==> src/rtl/int_entry_pkg.sv <==
package int_entry_pkg;

  typedef enum logic [1:0] {
    CLS_FAULT = 2'd0,
    CLS_NMI   = 2'd1,
    CLS_SWI   = 2'd2,
    CLS_EXT   = 2'd3
  } irq_class_e;

  typedef enum logic [1:0] {
    SQ_IDLE = 2'd0,
    SQ_ACK  = 2'd1,
    SQ_OUT  = 2'd2
  } seq_state_e;

  localparam int unsigned NMI_TYPE_NUM = 2;

endpackage

==> src/rtl/nmi_edge_det.sv <==
module nmi_edge_det #(
  parameter int unsigned HOLD = 2
) (
  input  logic clk,
  input  logic rst_n,
  input  logic pin,
  input  logic clr,
  output logic pend
);

  logic [HOLD-1:0] hist;
  logic            qual;

  // The pin must be high now and in the last HOLD-1 samples, and low just before that.
  assign qual = pin && (&hist[HOLD-2:0]) && !hist[HOLD-1];

  always_ff @(posedge clk) begin
    if (!rst_n) begin
      hist <= '0;
      pend <= 1'b0;
    end else begin
      hist <= {hist[HOLD-2:0], pin};
      if (qual)
        pend <= 1'b1;
      else if (clr)
        pend <= 1'b0;
    end
  end

  AST_NMI_QUALIFIED: assert property (@(posedge clk) disable iff (!rst_n)
    $rose(pend) |-> $past(pin) && $past(pin, 2));

endmodule

==> src/rtl/type_latch.sv <==
module type_latch #(
  parameter int unsigned TW = 8
) (
  input  logic          clk,
  input  logic          rst_n,
  input  logic          set,
  input  logic [TW-1:0] set_type,
  input  logic          clr,
  output logic          eff_v,
  output logic [TW-1:0] eff_t
);

  logic          pend;
  logic [TW-1:0] ptype;

  // Merged view: a strobe in the current cycle counts as pending now.
  assign eff_v = pend | set;
  assign eff_t = pend ? ptype : set_type;

  always_ff @(posedge clk) begin
    if (!rst_n) begin
      pend  <= 1'b0;
      ptype <= '0;
    end else if (clr) begin
      pend  <= 1'b0;
    end else if (set && !pend) begin
      pend  <= 1'b1;
      ptype <= set_type;
    end
  end

  AST_CLR_ONLY_PENDING: assert property (@(posedge clk) disable iff (!rst_n)
    clr |-> eff_v);

endmodule

==> src/rtl/prio_pick.sv <==
module prio_pick
  import int_entry_pkg::*;
#(
  parameter int unsigned TW = 8
) (
  input  logic          flt_v,
  input  logic [TW-1:0] flt_t,
  input  logic          nmi_v,
  input  logic          swi_v,
  input  logic [TW-1:0] swi_t,
  input  logic          ext_v,
  output logic          any,
  output irq_class_e    cls,
  output logic [TW-1:0] typ
);

  always_comb begin
    any = flt_v | nmi_v | swi_v | ext_v;
    cls = CLS_EXT;
    typ = '0;
    if (flt_v) begin
      cls = CLS_FAULT;
      typ = flt_t;
    end else if (nmi_v) begin
      cls = CLS_NMI;
      typ = TW'(NMI_TYPE_NUM);
    end else if (swi_v) begin
      cls = CLS_SWI;
      typ = swi_t;
    end
  end

endmodule

==> src/rtl/ack_seq.sv <==
module ack_seq #(
  parameter int unsigned TW      = 8,
  parameter int unsigned ACK_LEN = 2,
  parameter int unsigned ACK_GAP = 2
) (
  input  logic          clk,
  input  logic          rst_n,
  input  logic          start,
  input  logic [TW-1:0] bus,
  output logic          ack,
  output logic          done,
  output logic [TW-1:0] dtype
);

  localparam int unsigned CMAX = (ACK_LEN > ACK_GAP) ? ACK_LEN : ACK_GAP;
  localparam int unsigned CW   = $clog2(CMAX) + 1;
  localparam logic [CW-1:0] LEN_M1 = CW'(ACK_LEN - 1);
  localparam logic [CW-1:0] GAP_M1 = CW'(ACK_GAP - 1);

  typedef enum logic [1:0] {PH_FIRST, PH_GAP, PH_SECOND} ack_phase_e;

  logic          busy;
  ack_phase_e    phase;
  logic [CW-1:0] cnt;

  assign ack   = busy && (phase != PH_GAP);
  assign done  = busy && (phase == PH_SECOND) && (cnt == LEN_M1);
  assign dtype = bus;

  always_ff @(posedge clk) begin
    if (!rst_n) begin
      busy  <= 1'b0;
      phase <= PH_FIRST;
      cnt   <= '0;
    end else if (start) begin
      busy  <= 1'b1;
      phase <= PH_FIRST;
      cnt   <= '0;
    end else if (busy) begin
      case (phase)
        PH_FIRST: begin
          if (cnt == LEN_M1) begin
            phase <= PH_GAP;
            cnt   <= '0;
          end else begin
            cnt <= cnt + 1'b1;
          end
        end
        PH_GAP: begin
          if (cnt == GAP_M1) begin
            phase <= PH_SECOND;
            cnt   <= '0;
          end else begin
            cnt <= cnt + 1'b1;
          end
        end
        default: begin
          if (cnt == LEN_M1) begin
            busy <= 1'b0;
            cnt  <= '0;
          end else begin
            cnt <= cnt + 1'b1;
          end
        end
      endcase
    end
  end

  AST_START_WHEN_FREE: assert property (@(posedge clk) disable iff (!rst_n)
    start |-> !busy);
  AST_ACK_AFTER_START: assert property (@(posedge clk) disable iff (!rst_n)
    start |=> ack);

endmodule

==> src/rtl/int_entry_seq.sv <==
module int_entry_seq
  import int_entry_pkg::*;
#(
  parameter int unsigned TW       = 8,
  parameter int unsigned ACK_LEN  = 2,
  parameter int unsigned ACK_GAP  = 2,
  parameter int unsigned NMI_HOLD = 2
) (
  input  logic          clk,
  input  logic          rst_n,
  input  logic          insn_end,
  input  logic          intr_lvl,
  input  logic          nmi_pin,
  input  logic          swi_stb,
  input  logic [TW-1:0] swi_type,
  input  logic          flt_stb,
  input  logic [TW-1:0] flt_type,
  output logic          ack_o,
  input  logic [TW-1:0] ack_data,
  input  logic          flag_wr,
  input  logic          flag_if,
  input  logic          flag_tf,
  input  logic          iret_stb,
  input  logic          iret_if,
  input  logic          iret_tf,
  output logic          if_o,
  output logic          tf_o,
  output logic          entry_valid,
  input  logic          entry_ready,
  output logic [1:0]    entry_class,
  output logic [TW-1:0] entry_type,
  output logic [TW+1:0] entry_off_addr,
  output logic [TW+1:0] entry_seg_addr,
  output logic          entry_sv_if,
  output logic          entry_sv_tf
);

  localparam int unsigned VW = TW + 2;

  seq_state_e    state;
  logic          flt_v, swi_v, nmi_v, ext_v;
  logic [TW-1:0] flt_t, swi_t;
  logic          pick_any;
  irq_class_e    pick_cls;
  logic [TW-1:0] pick_typ;
  logic          take, accept;
  logic          ack_done;
  logic [TW-1:0] ack_type;
  irq_class_e    cls_r;
  logic [TW-1:0] typ_r;

  assign take   = (state == SQ_IDLE) && insn_end && pick_any;
  assign accept = entry_valid && entry_ready;
  assign ext_v  = intr_lvl && if_o;

  type_latch #(.TW(TW)) u_flt (
    .clk(clk), .rst_n(rst_n), .set(flt_stb), .set_type(flt_type),
    .clr(take && pick_cls == CLS_FAULT), .eff_v(flt_v), .eff_t(flt_t)
  );

  type_latch #(.TW(TW)) u_swi (
    .clk(clk), .rst_n(rst_n), .set(swi_stb), .set_type(swi_type),
    .clr(take && pick_cls == CLS_SWI), .eff_v(swi_v), .eff_t(swi_t)
  );

  nmi_edge_det #(.HOLD(NMI_HOLD)) u_nmi (
    .clk(clk), .rst_n(rst_n), .pin(nmi_pin),
    .clr(take && pick_cls == CLS_NMI), .pend(nmi_v)
  );

  prio_pick #(.TW(TW)) u_pick (
    .flt_v(flt_v), .flt_t(flt_t), .nmi_v(nmi_v), .swi_v(swi_v),
    .swi_t(swi_t), .ext_v(ext_v), .any(pick_any), .cls(pick_cls),
    .typ(pick_typ)
  );

  ack_seq #(.TW(TW), .ACK_LEN(ACK_LEN), .ACK_GAP(ACK_GAP)) u_ack (
    .clk(clk), .rst_n(rst_n), .start(take && pick_cls == CLS_EXT),
    .bus(ack_data), .ack(ack_o), .done(ack_done), .dtype(ack_type)
  );

  // Entry sequencing and output item register.
  always_ff @(posedge clk) begin
    if (!rst_n) begin
      state       <= SQ_IDLE;
      entry_valid <= 1'b0;
      cls_r       <= CLS_FAULT;
      typ_r       <= '0;
      entry_sv_if <= 1'b0;
      entry_sv_tf <= 1'b0;
    end else begin
      case (state)
        SQ_IDLE: begin
          if (take) begin
            entry_sv_if <= if_o;
            entry_sv_tf <= tf_o;
            if (pick_cls == CLS_EXT) begin
              state <= SQ_ACK;
            end else begin
              entry_valid <= 1'b1;
              cls_r       <= pick_cls;
              typ_r       <= pick_typ;
              state       <= SQ_OUT;
            end
          end
        end
        SQ_ACK: begin
          if (ack_done) begin
            entry_valid <= 1'b1;
            cls_r       <= CLS_EXT;
            typ_r       <= ack_type;
            state       <= SQ_OUT;
          end
        end
        default: begin
          if (entry_ready) begin
            entry_valid <= 1'b0;
            state       <= SQ_IDLE;
          end
        end
      endcase
    end
  end

  // Flag register: entry acceptance beats return, return beats a plain write.
  always_ff @(posedge clk) begin
    if (!rst_n) begin
      if_o <= 1'b0;
      tf_o <= 1'b0;
    end else if (accept) begin
      if_o <= 1'b0;
      tf_o <= 1'b0;
    end else if (iret_stb) begin
      if_o <= iret_if;
      tf_o <= iret_tf;
    end else if (flag_wr) begin
      if_o <= flag_if;
      tf_o <= flag_tf;
    end
  end

  assign entry_class    = cls_r;
  assign entry_type     = typ_r;
  assign entry_off_addr = {typ_r, 2'b00};
  assign entry_seg_addr = {typ_r, 2'b10};

  AST_HOLD_STABLE: assert property (@(posedge clk) disable iff (!rst_n)
    entry_valid && !entry_ready |=> entry_valid && $stable(entry_type) && $stable(entry_class));
  AST_FLAGS_CLEARED: assert property (@(posedge clk) disable iff (!rst_n)
    entry_valid && entry_ready |=> !if_o && !tf_o);
  AST_NO_ACK_WHILE_OUT: assert property (@(posedge clk) disable iff (!rst_n)
    entry_valid |-> !ack_o);
  AST_NMI_TYPE_TWO: assert property (@(posedge clk) disable iff (!rst_n)
    entry_valid && entry_class == CLS_NMI |-> entry_type == TW'(NMI_TYPE_NUM));
  AST_VEC_SPACING: assert property (@(posedge clk) disable iff (!rst_n)
    entry_valid |-> entry_seg_addr == entry_off_addr + VW'(2));

endmodule

==> config.mk <==
export PLATFORM = sky130hd
export DESIGN_NAME = int_entry_seq
export DESIGN_NICKNAME = d
export VERILOG_FILES = /design/src/rtl/int_entry_pkg.sv /design/src/rtl/nmi_edge_det.sv /design/src/rtl/type_latch.sv /design/src/rtl/prio_pick.sv /design/src/rtl/ack_seq.sv /design/src/rtl/int_entry_seq.sv
export SDC_FILE = /design/constraint.sdc
export NUM_CORES = 1
export LEC_CHECK = 0
export CORE_UTILIZATION = 48
export CTS_CLUSTER_DIAMETER = 200
export DETAILED_ROUTE_END_ITERATION = 8
export HOLD_SLACK_MARGIN = 0.06
export PLACE_DENSITY = 0.8
export SKIP_CTS_REPAIR_TIMING = 1
export SLEW_MARGIN = 25
export SYNTH_ARGS = -nofsm -noshare
export SYNTH_HDL_FRONTEND = slang
export SYNTH_HIERARCHICAL = 1
export SYNTH_SLANG_ARGS = --single-unit
==> constraint.sdc <==
create_clock -name clk -period 3.1 [get_ports clk]
set_clock_uncertainty 0.1 [all_clocks]
set_input_delay 0.465 -clock clk [delete_from_list [all_inputs] [get_ports clk]]
set_output_delay 0.465 -clock clk [all_outputs]
set_load 0.005 [all_outputs]
# Word level (Yosys, flattened, before mapping)
# Index checks and enable logic that the tools add are counted.
word_totals:
  output_inout_bits: 36
  input_bits: 38
  register_bits: 43
  elab_cells: 117
classes:
  add_sub_neg: 1
  n_bitwise: 8
  reduce_logical: 38
  muxes: 40
  eq_ne: 13
ops:
  columns: ["operator", "n"]
  rows:
  - ["2-to-1 mux 8 bit", 8]
  - ["2-to-1 mux 2 bit", 12]
  - ["case mux 8 bit (2 select lines)", 1]
  - ["logical AND 1 bit", 15]
  - ["2-to-1 mux 1 bit", 15]
  - ["case mux 2 bit (2 select lines)", 3]
  - ["AND reduction 4 bit", 3]
  - ["OR reduction 2 bit", 5]
  - ["equality test 2 x 1 -> 1 bit, second input constant", 4]
  - ["nonzero test 2 bit", 4]
  - ["equality test 2 bit, second input constant", 3]
  - ["logical NOT 2 bit", 3]
  - ["inequality test 2 x 1 -> 1 bit, second input constant", 3]
  - ["inequality test 2 bit, second input constant", 3]
  - ["AND reduction 2 bit", 3]
  - ["bitwise OR 1 bit", 5]
  - ["logical NOT 1 bit", 3]
  - ["NOT 1 bit", 3]
  - ["AND reduction 3 bit", 1]
  - ["nonzero test 3 bit", 1]
  - ["adder 2 x 1 -> 2 bit, second input constant", 1]
  - ["case mux 1 bit (2 select lines)", 1]

# Longest topological paths before layout
logic_depth:
  depth_word: 8
  ltp_mapped: 11
  ltp_nobuf: 8

# By module
# The synthesis kept the hierarchy.
modules_own_cells:
  columns: ["module", "area_each_um2", "cells_per_inst", "n_inst", "seq_area_each_um2"]
  rows:
  - ["int_entry_seq", 1078.5, 109, 1, 340.3]
  - ["type_latch", 470.5, 48, 2, 180.2]
  - ["ack_seq", 281.5, 30, 1, 100.1]
  - ["prio_pick", 196.4, 30, 1, 0.0]
  - ["nmi_edge_det", 95.1, 8, 1, 60.1]

# Worst setup path after synthesis
# No wires, ideal clock.
synth_timing:
  path_kind: "input to register"
  start: "input flt_stb"
  end: "register u_swi.ptype[0]"
  setup_time_ns: 0.072
  t_arrival_ns: 2.123
  path_stages: 10
  required_ns: 2.928
  slack_ns: 0.806
  n_path_buf: 3
  cell_sequence: "or2_1 buf_6 nor2_4 nand2_1 and4bb_4 buf_8 and3_1 nor3b_2 buf_6 mux2i_1"
synth_between:
  elab_cells_between_ends: 10
  cone_classes: "eq/ne: 1; mux: 1; bitwise: 5; reduce/logical: 3"
synth_lines:
  columns: ["item", "line_no", "rtl"]
  rows:
  - ["start: declaration", "int_entry_seq.sv:16", "input logic flt_stb,"]
  - ["bitwise OR 1 bit", "type_latch.sv:17", "assign eff_v = pend | set;"]
  - ["2-to-1 mux 2 bit", "prio_pick.sv:21", "if (flt_v) begin"]
  - ["net pick_cls[1]", "int_entry_seq.sv:44", "irq_class_e pick_cls;"]
  - ["equality test 2 bit", "int_entry_seq.sv:63", ".clr(take && pick_cls == CLS_SWI), .eff_v(swi_v), .eff_t(swi_t)"]
  - ["logical AND 1 bit", "int_entry_seq.sv:63", null]
  - ["NOT 1 bit (no line)", null, null]
  - ["AND reduction 2 bit (no line)", null, null]
  - ["end signal: assignment", "type_latch.sv:28", "ptype <= set_type;"]
  - ["end: declaration", "type_latch.sv:14", "logic [TW-1:0] ptype;"]
# The timed path passes the listed nets, and every way through them passes these cells.
# A chain may end at the register's enable or synchronous reset.

# Final worst setup path
layout_timing:
  start: "input flt_stb"
  end: "register u_swi.ptype[0]"
layout_between:
  elab_cells_between_ends: 10
  cone_classes: "eq/ne: 1; mux: 1; bitwise: 5; reduce/logical: 3"
layout_lines:
  columns: ["item", "line_no", "rtl"]
  rows:
  - ["bitwise OR 1 bit", "type_latch.sv:17", null]
  - ["net flt_v", "int_entry_seq.sv:41", "logic flt_v, swi_v, nmi_v, ext_v;"]
  - ["2-to-1 mux 2 bit", "prio_pick.sv:21", null]
  - ["net pick_cls[1]", "int_entry_seq.sv:44", null]
  - ["equality test 2 bit", "int_entry_seq.sv:63", null]
  - ["logical AND 1 bit", "int_entry_seq.sv:63", null]
  - ["NOT 1 bit (no line)", null, null]
  - ["AND reduction 2 bit (no line)", null, null]
# The timed path passes the listed nets, and every way through them passes these cells.

==> results.json <==
{
  "initialDrtViolationCount": 108,
  "slew-limit-headroom_pct": 45.0,
  "place.detailed.instances": 376,
  "via_count": 1953,
  "async_s_r_ff_share_synth_pct": 0,
  "dieArea_mm2": 0.00570,
  "drt_first_pass_iters": 4,
  "final-max-slew-violation-count": 0,
  "die_width_um": 75.5,
  "drv_cap": 0,
  "n_fill_cell": 486,
  "clk_root_buffer_cell": "clkbuf_8",
  "grt_usage_pct": 20.1,
  "chipHeight_um": 75.5,
  "fmaxAchievable_mhz": 407,
  "tightestPinTransition_ns": 0.824,
  "final_cell_count_no_fill": 384,
  "setup.worst_path.class": "in2reg",
  "finish.net_count": 351,
  "grt_pass1_wl_mm": 8.63,
  "synth_warnings": 6,
  "cellLeakagePower_nw": 1.21,
  "grt_pass1_vias": 1889,
  "timing.hold.ws_ns": 0.360,
  "final-hold-violation-count": 0,
  "placement.cell_area_mm2": 0.00308,
  "period_share_pct": 79.2,
  "min-delay-path-class": "reg2reg",
  "buffer_depth_of_the_longest_clock_path": 2,
  "route.final.wire_length_mm": 5.40,
  "tns_ns": 0,
  "gr-total-overflow": 0,
  "cp_data_arrival_time_ns": 2.57,
  "post_synth_num_cell_types": 47,
  "synthesis.instances": 273,
  "critPathCaptureType": "flop",
  "drtAntennaViolNets": 0,
  "synth_top_flop_cell": "dfxtp_1",
  "dp_hpwl_mm": 3.88,
  "final-seq-area_um2": 861,
  "multi_input_area_mm2": 0.00139,
  "start_util_pct": 50.4,
  "cts.clk_slew.worst_paths_ns": 0.08,
  "finish.instance_area_mm2": 0.00319,
  "cts.sink_count": 43,
  "worstPathRequired_ns": 3.21,
  "antenna_diode_count": 0,
  "grt_max_degree": 43,
  "postSynthAreaPerCell_um2": 9.50,
  "routed_via_density": 5.09,
  "worst_ir_drop_vdd_uv": 263,
  "crit_path_max_fanout": 15,
  "total_power_mw": 1.45,
  "power_per_cell_area_mw_per_mm2": 455,
  "setup_viol": 0,
  "port_buffers": 69,
  "synth_edf_count": 0,
  "drc": 0,
  "h_tree_depth": 2,
  "critical_path_source_type": "input pin",
  "synth.yosys.seq_area_share_pct": 33.2,
  "synth_seq_cells": 43,
  "rd_place_congestion": 0.825,
  "wl_per_cell_um": 14.1,
  "clkLatencyLatePin_ns": 0.29,
  "syn-cell-area_mm2": 0.00259,
  "drive_above_1_share_pct": 20.4,
  "grt_setup_unrepaired": "no",
  "cts-buffers-inserted": 5,
  "layout_min_cycle_time_ns": 2.46,
  "number_of_rows_in_the_core_area": 26,
  "num_io_pins": 74,
  "cts_tree": "done",
  "core_region_area_mm2": 0.00514,
  "layout_overhead_on_the_synthesized_area_pct": 23.2,
  "run_status": "completed",
  "initial_antenna_violation_count": 0
}
## synthesized netlist by cell type (2+ instances only)
library cell,count,area (µm²)
conb_1,2,7.51
nor3b_2,2,25.0
dfxtp_1,43,861
and3_1,2,12.5
nand2_1,52,195
and2_2,2,15.0
a211oi_1,3,22.5
buf_6,7,78.8
nor2_1,10,37.5
a21oi_1,2,10.0
mux2i_1,27,270
and2_1,2,12.5
nand2b_1,2,12.5
or2_1,2,12.5
and3b_1,2,17.5
buf_4,29,218
nor2b_1,4,25.0
inv_1,3,11.3
nand3b_1,3,22.5
buf_2,5,25.0
nand2b_2,6,52.6
a211oi_2,14,175
o21ai_0,8,40.0
mux2_2,18,203
## layout by cell type, fill, tap and decap left out, drive strengths merged, types with 6 or more instances in the layout
cell type,instances
clkbuf,6
mux2i,27
o21ai,8
a211oi,17
mux2,18
nand2,52
nand2b,9
clkdlybuf4s50,69
dfxtp,43
nor2,11
## kinds of logic (layout without fill, tap and decap cells)
kind of cell / Yosys count / after routing / synth area share (%)
compound gates: 35 / 35 / 12.3
simple gates: 101 / 101 / 22.1
flops: 43 / 43 / 33.2
other cells: 2 / 4 / 0.290
buf+inv: 46 / 85 / 13.6
xor+xnor: 1 / 1 / 0.338
mux: 45 / 45 / 18.2
## worst max-delay path, cell delays in order
cell and delay, ns:
clkdlybuf4s50_1 0.44, or2_1 0.27, nor2_4 0.16, nand2_1 0.09, and4bb_4 0.29, and3_1 0.23, nor3b_2 0.15, buf_4 0.21
mux2i_1 0.25
## state kept, by name, indices dropped and copies added, names as in the netlist, 2 cells and up
register     cells
state            2
u_ack/cnt        2
u_flt/ptype      8
u_ack/phase      2
entry_type       8
u_swi/ptype      8
entry_class      2
u_nmi/hist       2
## metal layers
layer / GRT usage [%] / vias up / wire, µm
li1: - / 983 / -
met1: 25.6 / 908 / 2410
met2: 33.3 / 51 / 2620
met3: 4.89 / 11 / 284
met4: 6.79 / 0 / 89
met5: 0 / - / 0
## cell type report
class | instances | share of cell area (%)
tap | 70 | 2.74
clock inverter | 2 | 1.10
clock buffer | 6 | 2.59
multi-input combinational | 186 | 43.5
sequential | 43 | 27.0
inverter | 3 | 0.353
timing repair buffer | 74 | 22.8
## final timing paths
check | startpoint | end | slack [ns] | depth (start not counted)
worst max register to register | u_flt/pend | u_swi/ptype[0] | 0.74 | 8
worst min-delay path | u_swi/ptype[2] | u_swi/ptype[2] | 0.36 | 2
worst max-delay path | flt_stb | u_swi/ptype[0] | 0.64 | 9
worst min register to register | u_swi/ptype[2] | u_swi/ptype[2] | 0.36 | 2
## metrics by stage
| stage | utilization (%) | setup WS (ns) |
|---|---|---|
| floorplan | - | 0.806 |
| global placement | 59.8 | 0.475 |
| detailed placement | 59.8 | 0.392 |
| CTS | 62.1 | 0.697 |
| global route | 62.1 | 0.515 |
| finish | 62.1 | 0.645 |
## report_power, final
part	total, mW	switching [mW]	internal (mW)
sequential	0.634	0.0402	0.594
combinational	0.364	0.146	0.218
clock	0.455	0.194	0.261
(Power assumes the default switching activity.)
